## src/rtl/pmt_pkg.sv

```systemverilog
package pmt_pkg;
  typedef enum logic [1:0] {
    REG_COUNT  = 2'd0,
    REG_PERIOD = 2'd1,
    REG_CTRL   = 2'd2,
    REG_IRQ    = 2'd3
  } pmt_reg_e;

  localparam int CTRL_ON_BIT  = 2;
  localparam int CTRL_PRE_LSB = 0;
  localparam int CTRL_PST_LSB = 3;
  localparam int IRQ_FLAG_BIT = 0;
  localparam int IRQ_EN_BIT   = 1;
endpackage

```

## src/rtl/pmt_tick.sv

```systemverilog
module pmt_tick #(
  parameter int DIV = 4
) (
  input  logic clk,
  input  logic rst,
  output logic tick
);
  localparam int PW = (DIV > 1) ? $clog2(DIV) : 1;
  localparam logic [PW-1:0] LAST = PW'(DIV - 1);

  logic [PW-1:0] phase_q;

  always_ff @(posedge clk) begin
    if (rst) phase_q <= '0;
    else if (phase_q == LAST) phase_q <= '0;
    else phase_q <= phase_q + 1'b1;
  end

  assign tick = (phase_q == LAST);
endmodule

```

## src/rtl/pmt_prescaler.sv

```systemverilog
module pmt_prescaler #(
  parameter int PRE_W = 4
) (
  input  logic       clk,
  input  logic       rst,
  input  logic       clr,
  input  logic       tick_en,
  input  logic [1:0] sel,
  output logic       step
);
  logic [PRE_W-1:0] cnt_q;
  logic [PRE_W-1:0] limit;

  always_comb begin
    unique case (sel)
      2'b00:   limit = PRE_W'(0);
      2'b01:   limit = PRE_W'(3);
      default: limit = PRE_W'(15);
    endcase
  end

  assign step = tick_en && !clr && (cnt_q >= limit);

  always_ff @(posedge clk) begin
    if (rst || clr) cnt_q <= '0;
    else if (tick_en) cnt_q <= (cnt_q >= limit) ? '0 : cnt_q + 1'b1;
  end
endmodule

```

## src/rtl/pmt_counter.sv

```systemverilog
module pmt_counter #(
  parameter int CNT_W = 8
) (
  input  logic             clk,
  input  logic             rst,
  input  logic             step,
  input  logic             load,
  input  logic [CNT_W-1:0] load_val,
  input  logic [CNT_W-1:0] period,
  output logic [CNT_W-1:0] count,
  output logic             hit,
  output logic             match_q
);
  logic [CNT_W-1:0] cnt_q;

  assign hit   = step && !load && (cnt_q == period);
  assign count = cnt_q;

  always_ff @(posedge clk) begin
    if (rst) begin
      cnt_q   <= '0;
      match_q <= 1'b0;
    end else begin
      match_q <= hit;
      if (load) cnt_q <= load_val;
      else if (hit) cnt_q <= '0;
      else if (step) cnt_q <= cnt_q + 1'b1;
    end
  end
endmodule

```

## src/rtl/pmt_postscaler.sv

```systemverilog
module pmt_postscaler #(
  parameter int PST_W = 4
) (
  input  logic             clk,
  input  logic             rst,
  input  logic             clr,
  input  logic             hit,
  input  logic [PST_W-1:0] sel,
  output logic             term
);
  logic [PST_W-1:0] cnt_q;

  assign term = hit && !clr && (cnt_q >= sel);

  always_ff @(posedge clk) begin
    if (rst || clr) cnt_q <= '0;
    else if (hit) cnt_q <= (cnt_q >= sel) ? '0 : cnt_q + 1'b1;
  end
endmodule

```

## src/rtl/pmt_timer.sv

```systemverilog
module pmt_timer
  import pmt_pkg::*;
#(
  parameter int CNT_W    = 8,
  parameter int PST_W    = 4,
  parameter int PRE_W    = 4,
  parameter int TICK_DIV = 4
) (
  input  logic             clk,
  input  logic             rst,
  input  logic [1:0]       bus_addr,
  input  logic             bus_wr,
  input  logic [7:0]       bus_wdata,
  output logic [7:0]       bus_rdata,
  output logic             match_o,
  output logic             irq_o
);
  localparam int CTRL_W = CTRL_PST_LSB + PST_W;

  logic [CTRL_W-1:0] ctrl_q;
  logic [CNT_W-1:0]  period_q;
  logic              flag_q, en_q;
  logic              flag_d, en_d;

  logic tick, step, hit, term;
  logic wr_cnt, wr_per, wr_ctl, wr_irq, clr_scale;
  logic [CNT_W-1:0] count;

  assign wr_cnt    = bus_wr && (bus_addr == REG_COUNT);
  assign wr_per    = bus_wr && (bus_addr == REG_PERIOD);
  assign wr_ctl    = bus_wr && (bus_addr == REG_CTRL);
  assign wr_irq    = bus_wr && (bus_addr == REG_IRQ);
  assign clr_scale = wr_cnt || wr_ctl;

  pmt_tick #(.DIV(TICK_DIV)) u_tick (
    .clk(clk), .rst(rst), .tick(tick)
  );

  pmt_prescaler #(.PRE_W(PRE_W)) u_pre (
    .clk(clk), .rst(rst), .clr(clr_scale),
    .tick_en(tick && ctrl_q[CTRL_ON_BIT]),
    .sel(ctrl_q[CTRL_PRE_LSB +: 2]),
    .step(step)
  );

  pmt_counter #(.CNT_W(CNT_W)) u_cnt (
    .clk(clk), .rst(rst), .step(step), .load(wr_cnt),
    .load_val(bus_wdata[CNT_W-1:0]), .period(period_q),
    .count(count), .hit(hit), .match_q(match_o)
  );

  pmt_postscaler #(.PST_W(PST_W)) u_pst (
    .clk(clk), .rst(rst), .clr(clr_scale), .hit(hit),
    .sel(ctrl_q[CTRL_PST_LSB +: PST_W]), .term(term)
  );

  always_comb begin
    flag_d = flag_q;
    en_d   = en_q;
    if (wr_irq) begin
      flag_d = bus_wdata[IRQ_FLAG_BIT];
      en_d   = bus_wdata[IRQ_EN_BIT];
    end
    if (term) flag_d = 1'b1;
  end

  always_ff @(posedge clk) begin
    if (rst) begin
      ctrl_q   <= '0;
      period_q <= '1;
      flag_q   <= 1'b0;
      en_q     <= 1'b0;
      irq_o    <= 1'b0;
    end else begin
      if (wr_ctl) ctrl_q <= bus_wdata[CTRL_W-1:0];
      if (wr_per) period_q <= bus_wdata[CNT_W-1:0];
      flag_q <= flag_d;
      en_q   <= en_d;
      irq_o  <= flag_d && en_d;
    end
  end

  always_ff @(posedge clk) begin
    if (rst) bus_rdata <= '0;
    else begin
      unique case (bus_addr)
        REG_COUNT:  bus_rdata <= 8'(count);
        REG_PERIOD: bus_rdata <= 8'(period_q);
        REG_CTRL:   bus_rdata <= 8'(ctrl_q);
        default:    bus_rdata <= {6'b0, en_q, flag_q};
      endcase
    end
  end
endmodule

```

## config.mk

```make
export PLATFORM = sky130hd
export DESIGN_NAME = pmt_timer
export DESIGN_NICKNAME = d
export VERILOG_FILES = /design/src/rtl/pmt_pkg.sv /design/src/rtl/pmt_tick.sv /design/src/rtl/pmt_prescaler.sv /design/src/rtl/pmt_counter.sv /design/src/rtl/pmt_postscaler.sv /design/src/rtl/pmt_timer.sv
export SDC_FILE = /design/constraint.sdc
export NUM_CORES = 1
export LEC_CHECK = 0
export ABC_AREA = 1
export BUFFER_PORTS_ARGS = -buffer_cell sky130_fd_sc_hd__buf_2
export CORE_MARGIN = 4
export CORE_UTILIZATION = 61
export CTS_BUF_LIST = sky130_fd_sc_hd__clkbuf_2
export DETAILED_ROUTE_END_ITERATION = 12
export GPL_TIMING_DRIVEN = 0
export PLACE_DENSITY = 0.91
export SLEW_MARGIN = 25
export SYNTH_ARGS = -nofsm -noshare
export SYNTH_HDL_FRONTEND = slang
export SYNTH_SLANG_ARGS = --single-unit
export TNS_END_PERCENT = 1
```

## constraint.sdc

```tcl
create_clock -name clk -period 1.9 [get_ports clk]
set_input_delay 0.095 -clock clk [delete_from_list [all_inputs] [get_ports clk]]
set_output_delay 0.095 -clock clk [all_outputs]
set_load 0.1 [all_outputs]
```

After elaboration in Yosys (flattened, before gate mapping)
Cells that the tools add are included.
{"block": "op_classes", "div_mod_pow": 0, "n_mul": 0, "addsub": 4, "muxes": 10, "shifts": 0, "reduce_logical": 20, "n_bitwise": 0, "eq_ne": 6, "magnitude_cmp": 2}
{"op": "$mux W8", "count": 3}
{"op": "$pmux W8 S3", "count": 1}
{"op": "$logic_and A1 B1 Y1", "count": 12}
{"op": "$add A4 B1 Y4 const B", "count": 2}
{"op": "$add A8 B1 Y8 const B", "count": 1}
{"op": "$eq A8 B8 Y1", "count": 1}
{"op": "$ge A4 B4 Y1", "count": 2}
{"op": "$mux W4", "count": 2}
{"op": "$pmux W4 S2", "count": 1}
{"op": "$eq A2 B2 Y1 const B", "count": 3}
{"op": "$eq A2 B1 Y1 const B", "count": 2}
{"op": "$logic_not A2 Y1", "count": 2}
{"op": "$mux W1", "count": 3}
{"op": "$reduce_bool A3 Y1", "count": 1}
{"op": "$add A2 B1 Y2 const B", "count": 1}
{"op": "$logic_not A1 Y1", "count": 2}
{"op": "$logic_or A1 B1 Y1", "count": 2}
{"op": "$reduce_or A2 Y1", "count": 1}
{"block": "totals", "mem_bits_rw": 0, "memories": 0, "regBits": 45, "romBits": 0, "input_bits": 13, "output_inout_bits": 10, "latch_bits": 0, "word_cells": 53}

Depth between registers and ports, before layout
Gate-level depths: netlist (run 1).
{"block": "logic_depth", "word_depth": 12, "depth_mapped": 14, "mapped_depth_nobuf": 14}

Modules after synthesis
From an unflattened synthesis (run 1), not the netlist that was laid out.
{"block": "unflattened", "cells_unflattened": 358, "hier_area_um2": 2555.0}
{"mod": "pmt_timer", "seq_area_each_um2": 520.5, "area_each_um2": 1134.8, "cells_each": 157, "n_inst": 1}
{"mod": "pmt_counter", "seq_area_each_um2": 180.2, "area_each_um2": 713.2, "cells_each": 107, "n_inst": 1}
{"mod": "pmt_prescaler", "seq_area_each_um2": 80.1, "area_each_um2": 342.8, "cells_each": 46, "n_inst": 1}
{"mod": "pmt_postscaler", "seq_area_each_um2": 80.1, "area_each_um2": 289.0, "cells_each": 39, "n_inst": 1}
{"mod": "pmt_tick", "seq_area_each_um2": 40.0, "area_each_um2": 75.1, "cells_each": 9, "n_inst": 1}

Worst setup path after synthesis (run 1)
No wires, ideal clock.
{"block": "synth_timing", "kind": "register -> register", "start": "register ctrl_q[1]", "end": "register u_cnt.cnt_q[6], in the netlist u_cnt.count[6]", "t_arrival_ns": 1.399, "required_ns": 1.790, "setup_slack_ns": 0.391, "synth_period_minus_slack_ns": 1.509, "setup_time_ns": 0.110, "stages_incl_launch_ff": 13, "path_buffers": 0, "path_cell_list": "dfxtp_1 inv_1 ha_1 nand2_1 inv_1 nand3_1 nand3_1 nand2_4 inv_2 nand4_1 nand3_1 nand2_1 inv_1"}
{"block": "synth_via", "elab_chain_cells": 8, "word_cells_on_any_way": 10, "cone_classes": "1 x order compare; 1 x eq/ne; 3 x mux; 5 x reduce/logical"}
{"item": "start, declared", "line": "pmt_timer.sv:20", "text": "logic [CTRL_W-1:0] ctrl_q;"}
{"item": "start signal, assigned", "line": "pmt_timer.sv:75", "text": "if (wr_ctl) ctrl_q <= bus_wdata[CTRL_W-1:0];"}
{"item": "$eq A2 B1 Y1 or $logic_not A2 Y1 (tied branches)", "line": "pmt_prescaler.sv:15", "text": "unique case (sel)"}
{"item": "$pmux W4 S2 (*)", "line": "pmt_prescaler.sv:15"}
{"item": "$ge A4 B4 Y1 (*)", "line": "pmt_prescaler.sv:22", "text": "assign step = tick_en && !clr && (cnt_q >= limit);"}
{"item": "$logic_and A1 B1 Y1 (*)", "line": "pmt_prescaler.sv:22"}
{"item": "$logic_and A1 B1 Y1 (2 in a row)", "line": "pmt_counter.sv:16", "text": "assign hit = step && !load && (cnt_q == period);"}
{"item": "$mux W8", "line": "pmt_counter.sv:26", "text": "else if (hit) cnt_q <= '0;"}
{"item": "$mux W8", "line": "pmt_counter.sv:25", "text": "if (load) cnt_q <= load_val;"}
{"item": "end signal, assigned", "line": "pmt_counter.sv:25"}
{"item": "end signal, assigned", "line": "pmt_counter.sv:27", "text": "else if (step) cnt_q <= cnt_q + 1'b1;"}
{"item": "end, declared", "line": "pmt_counter.sv:14", "text": "logic [CNT_W-1:0] cnt_q;"}
Every way passes the cells marked *; elsewhere a longest branch is shown, timed or not.
A chain may end at the register's enable or synchronous reset.

Worst setup path after layout (run 1)
{"block": "layout_timing", "start": "register ctrl_q[1]", "end": "register u_cnt.cnt_q[1], in the netlist u_cnt.count[1]"}
The elaborated chain is that of the path after synthesis.

==> results_dict.tcl, run 1 <==
set metrics [dict create \
    outcome "finished, final reports clean" \
    grt_pass1_wl_mm 9.92 \
    postLayoutCoreUtil_pct 74.7 \
    synth_warnings 0 \
    fp.dieW_um 71.3 \
    gp_congestion 0.945 \
    path_clk_slew_ps 230 \
    syn_avg_cell_area_um2 7.12 \
    hold_depth 4 \
    cp.arrival_ps 2220 \
    cp-start-kind "flip-flop" \
    finalNetCount 408 \
    area_growth_pct 15.4 \
    critPathRequiredTime_ps 2290 \
    slowest_stage "dfxtp_1" \
    grt_pass1_vias 2206 \
    yosysSeqAreaShare_pct 36.9 \
    antenna_found_initial 0 \
    layoutNonFillerInstCount 432 \
    setup_viol 0 \
    hp-class "primary input to flip-flop" \
    period_minus_slack_ps 1830 \
    drt_pre_antenna_iters 5 \
    routed_wl_mm 6.08 \
    fin_crit_sh_pct 96.5 \
    rsz0062_at_grt "no" \
    syn_area_mm2 0.00244 \
    cts_buffer_depth 2 \
    grt_max_degree 15 \
    place_inst 412 \
    relSlewSlack_pct 62.7 \
    diodes 0 \
    swShare_pct 28.5 \
    path_cells "inv_1 > ha_1 > nand2_1 > inv_1 > nand3_1 > nand3_1 > nand2_4 > inv_2 > nand4_1 > a21oi_1" \
    cts-htree-levels 2 \
    post_route_cells_drive_above_1_share_pct 12.5 \
    cts.sink_count 45 \
    setup_tns_ps 0 \
    crit_fanout 10 \
    tightest_slew_ps 560 \
    cts_tree "yes" \
    grt.total_usage_pct 24.7 \
    synth_nets 368 \
    drc_errors 0 \
    ys_ff_latch 45 \
    rr_worst_depth 10 \
    p_seq_share_pct 50.1 \
    p_clk_share_pct 33.5 \
    grt_overflow 0 \
    slew_viol_final 0 \
    cp_num_buf_inv 3 \
    vdd_drop_max_v 0.000472 \
    cts_resized 0 \
    num_io_pins 23 \
    final_area_mm2 0.00282 \
    numPortBuffers 21 \
    endpoint_kind "flip-flop" \
    max_cap_viol_count 0 \
    postCtsSetupBuffers 0 \
    ant_nets 0 \
    path_class "flip-flop to flip-flop" \
    initial_utilization_pct 64.7 \
    combPwrFrac_pct 16.4 \
    wl_per_cell_um 14.1 \
    die_area_mm2 0.00508 \
    fmax_ghz 0.546 \
    hold_ws_ps 35.8 \
    core_region_area_mm2 0.00377 \
    numCtsBuffers 5 \
    placed_area_mm2 0.00261 \
    vias 2408 \
    p_sw_mw 0.572 \
    clock_latency_ps 440 \
    drtIter0Drc 273 \
    skew_ps 19.8 \
    powerDensity_mw_per_mm2 714 \
    synth_cell_type_count 27 \
    cts_root_buf "clkbuf_2" \
    cpLargestDelayFamily "simple AND/OR/NAND/NOR gates" \
    cp_num_cells 10 \
    hold_viol_final 0 \
    intPower_mw 1.44 \
    rows 22 \
    vias_per_cell 5.57 \
    hpwl_mm 4.15 \
    die-height_um 71.3 \
    cp_slowest_stage_delay_ps 380 \
    syn_inst 343 \
    p_leak_nw 1.40 \
]
[registers in the layout (all words and copies together) (netlist names)]
signal	cells
en_q	1
u_cnt.match_q	1
u_tick.phase_q	2
flag_q	1
ctrl_q	7
u_pst.cnt_q	4
u_cnt.count	8
irq_o	1
period_q	8
u_pre.cnt_q	4
bus_rdata	8
[cells in the final DEF, fill, tap and decap left out, types with 4 or more instances in the layout]
| cell type | instances |
|---|---|
| buf_2 | 23 |
| clkbuf_1 | 5 |
| clkbuf_2 | 5 |
| nand2_1 | 84 |
| o221ai_1 | 4 |
| nor2_1 | 22 |
| dlygate4sd3_1 | 12 |
| ha_1 | 12 |
| xnor2_1 | 6 |
| a21oi_1 | 22 |
| o211ai_1 | 10 |
| xor2_1 | 6 |
| dfxtp_1 | 45 |
| inv_1 | 59 |
| nand2_2 | 4 |
| nand3_1 | 20 |
| o21ai_0 | 11 |
| nand4_1 | 12 |
[worst paths after layout]
check,startpoint,to,slack (ps)
hold reg to reg,u_tick.phase_q[0],u_tick.phase_q[0],450
setup reg to reg,ctrl_q[1],u_cnt.count[1],70
hold / removal,bus_addr[0],bus_rdata[7],40
setup / recovery,ctrl_q[1],u_cnt.count[1],70
[power groups by stage]
stage | sequential, mW | clock, mW | combinational (mW)
floorplan | 1.09 | 0 | 0.159
global placement | 1.02 | 0 | 0.292
detailed placement | 1.02 | 0 | 0.301
CTS | 1.01 | 0.672 | 0.323
global route | 1.01 | 0.711 | 0.358
finish | 1.01 | 0.674 | 0.329
[cells in the mapped netlist, drive strengths merged]
cell type   n  area, um^2
o221ai      4        35.0
o211ai     10        75.1
xnor2       6        52.6
dfxtp      45         901
nor3        2        10.0
nand2      90         363
a21oi      22         110
xor2        6        52.6
nor2       26         131
inv        62         233
buf         5        43.8
o21ai      12        60.1
nor3b       1        7.51
o22ai       2        12.5
clkbuf      5        18.8
ha         12         150
nand3      21         110
nand4      12        75.1
[tightest hold or removal path, delay by kind of cell]
family / cells / cell delay, ps
buf+inv: 1 / 150
compound gates: 1 / 60
simple gates: 2 / 150
[layout make-up]
type	instances	area, um^2
Buffer	10	62.6
Clock buffer	5	25.0
Clock inverter	3	65.1
Fill cell	272	955
Inverter	62	233
Multi-Input combinational cell	226	1240
Sequential cell	45	901
Tap cell	48	60.1
Timing Repair Buffer	33	225
[timing repair]
item | in CTS | in global routing
hold buffers | 12 | 0
endpoints found under the hold margin | 20 | 0
endpoints found under the setup margin | 0 | 0
[per-layer routing]
metal,track usage [%],wire length [um]
met1,31.8,2600
met2,39.8,2710
met3,4.35,575
met4,12.3,187
met5,0,0
[logic make-up (layout without fill, tap and decap cells)]
| kind of cell | after synthesis | in the layout | share of synthesized area (%) |
|---|---|---|---|
| buf+inv | 72 | 113 | 12.1 |
| simple gates | 152 | 152 | 28.5 |
| fa+ha+maj | 12 | 12 | 6.15 |
| flops | 45 | 45 | 36.9 |
| compound gates | 50 | 50 | 12.0 |
| xor+xnor | 12 | 12 | 4.31 |
[per-stage QoR]
stage          worst slack [ps]  total power [mW]
2_1_floorplan               391              1.25
3_3_place_gp                218              1.32
3_5_place_dp                154              1.33
4_1_cts                     108              2.00
5_1_grt                    9.97              2.08
6_report                   67.0              2.01
Note: power is estimated with default switching activity, not from simulation.
==> inputs of run 2 (changes only) <==
--- a/config.mk
+++ b/config.mk
@@ -6,13 +6,13 @@
 export NUM_CORES = 1
 export LEC_CHECK = 0
 export ABC_AREA = 1
-export BUFFER_PORTS_ARGS = -buffer_cell sky130_fd_sc_hd__buf_2
 export CORE_MARGIN = 4
-export CORE_UTILIZATION = 61
+export CORE_UTILIZATION = 54
 export CTS_BUF_LIST = sky130_fd_sc_hd__clkbuf_2
 export DETAILED_ROUTE_END_ITERATION = 12
+export DONT_BUFFER_PORTS = 1
 export GPL_TIMING_DRIVEN = 0
-export PLACE_DENSITY = 0.91
+export PLACE_DENSITY = 0.78
 export SLEW_MARGIN = 25
 export SYNTH_ARGS = -nofsm -noshare
 export SYNTH_HDL_FRONTEND = slang
==> run 2 against run 1 <==
Compared with the run above: clock power fell by 41%; cell count down 3.2%; count of clock-buffer cells in the layout increased by 3; global-route usage is 2.6 points lower; largest power group unchanged; utilization down 13 points; critical endpoint is now flag_q; first-iteration DRC count is 41% lower; fmax increased by 4.4%; highest routed layer unchanged; register-to-register slack better by 80 ps; non-clock buffer count fell by 18.
==> results_dict.tcl, run 2 (synthesized netlist as in run 1, its figures left out) <==
set metrics [dict create \
    gp_congestion 0.858 \
    multi_input_area_mm2 0.00124 \
    path_class "flip-flop to flip-flop" \
    max_cap_viol_count 0 \
    grt_overflow 0 \
    combPwrFrac_pct 13.6 \
    drtIter0Drc 161 \
    clock_latency_ps 410 \
    cts_buffer_depth 2 \
    powerDensity_mw_per_mm2 635 \
    grt_pass1_wl_mm 9.51 \
    cts_tree "yes" \
    ant_nets 0 \
    outcome "finished, final reports clean" \
    whs_endpoint "en_q" \
    place_inst 395 \
    tightest_slew_ps 938 \
    hold_viol_final 0 \
    fmax_ghz 0.570 \
    r2r_start "ctrl_q[1]" \
    initial_utilization_pct 56.1 \
    layoutNonFillerInstCount 418 \
    rsz0062_at_grt "no" \
    cts_root_buf "clkbuf_2" \
    cpLargestDelayFamily "simple AND/OR/NAND/NOR gates" \
    rows 24 \
    period_minus_slack_ps 1760 \
    antenna_found_initial 0 \
    rr_worst_depth 12 \
    grt.total_usage_pct 22.1 \
    timing.rr.end "flag_q" \
    grt_max_degree 13 \
    swShare_pct 30.9 \
    p_leak_nw 1.29 \
    numPortBuffers 0 \
    cp.arrival_ps 2110 \
    area_growth_pct 10.5 \
    hold_depth 4 \
    die-height_um 75.2 \
    core_region_area_mm2 0.00435 \
    intPower_mw 1.18 \
    setup_tns_ps 0 \
    vias_per_cell 5.32 \
    die_area_mm2 0.00566 \
    wl_per_cell_um 13.6 \
    finalNetCount 390 \
    fin_ws_ps 145 \
    slew_viol_final 0 \
    num-fill-cells 392 \
    mostFrequentLayoutCells "nand2_1, inv_1, dfxtp_1, nor2_1, a21oi_1" \
    reg2reg_slack_ps 140 \
    p_sw_mw 0.528 \
    postCtsSetupBuffers 0 \
    cts_hold_buf 15 \
    vdd_drop_max_v 0.000249 \
    skew_ps 12.1 \
    p_clk_share_pct 23.4 \
    placed_area_mm2 0.00251 \
    endpoint_kind "flip-flop" \
    routed_wl_mm 5.68 \
    relSlewSlack_pct 37.4 \
    final_area_mm2 0.00270 \
    setup_viol 0 \
    cts.sink_count 45 \
    crit_fanout 10 \
    cts_resized 0 \
    slowest_stage "dfxtp_1" \
    vias 2223 \
    seqCellArea_um2 901 \
    cp_slowest_stage_delay_ps 370 \
    drc_errors 0 \
    hpwl_mm 4.08 \
    post_route_cells_drive_above_1_share_pct 7.38 \
    final_common_cell "nand2_1" \
    fp.dieW_um 75.2 \
    drt_pre_antenna_iters 5 \
    diodes 0 \
    numCtsBuffers 5 \
    cts-htree-levels 2 \
    grt_pass1_vias 1998 \
    critPathRequiredTime_ps 2250 \
    cp-start-kind "flip-flop" \
    hold_start "bus_wr" \
    hp-class "primary input to flip-flop" \
    p_seq_share_pct 63.0 \
    path_clk_slew_ps 190 \
    fin_crit_sh_pct 92.4 \
    dp_slack_ps 184 \
    cp_num_buf_inv 3 \
    num_io_pins 23 \
    path_cells "inv_1 > ha_1 > nand2_1 > inv_1 > nand3_1 > nand3_1 > nand2_4 > nor2_8 > nand2_4 > nand3_2 > inv_2 > nor2_1" \
]
==> run 2: layout make-up <==
| type | count | area share (%) |
|---|---|---|
| sequential | 45 | 33.4 |
| inverter | 62 | 8.63 |
| clock buffer | 8 | 1.48 |
| timing repair buffer | 15 | 5.57 |
| buffer | 10 | 2.32 |
| tap | 52 | 2.41 |
| multi-input combinational | 226 | 46.2 |
==> run 2: metrics by stage <==
step | utilization, % | total power, mW | hold slack [ps]
after floorplan | - | 1.25 | 221
after global placement | 57.6 | 1.29 | 224
after detailed placement | 57.6 | 1.29 | 229
after CTS | 61.9 | 1.72 | 8.43
after global routing | 61.9 | 1.80 | 35.0
final | 61.9 | 1.71 | 29.6
==> run 2: layer usage <==
metal / vias up / GRT usage [%] / share of wire, %
li1: 1139 / - / -
met2: 54 / 35.8 / 47
met1: 1024 / 29.8 / 47
met4: 0 / 6.21 / 1.1
met5: - / 0 / 0
met3: 6 / 4.67 / 5.1
==> run 2: tightest hold or removal path: cells and delay by family <==
family                 cells  cell delay (ps)
AOI/OAI and AO/OA          1              140
buffers and inverters      1               50
and+or+nand+nor            2              130
==> run 2: power groups by stage <==
stage                     clock [mW]  combinational [mW]  sequential, mW
after global routing           0.455               0.262            1.08
after CTS                      0.413               0.231            1.08
after floorplan                    0               0.159            1.09
after global placement             0               0.194            1.10
after detailed placement           0               0.198            1.10
final                          0.400               0.233            1.08
==> run 2: worst max path at each step <==
stage	start	endpoint	slack (ps)	cells after the start
2_1_floorplan	ctrl_q[1]	u_cnt.count[6]	390	12
3_3_place_gp	ctrl_q[1]	u_cnt.count[6]	200	12
3_5_place_dp	ctrl_q[1]	flag_q	180	12
4_1_cts	ctrl_q[1]	flag_q	140	12
5_1_grt	ctrl_q[1]	flag_q	20	12
6_report	ctrl_q[1]	flag_q	140	12
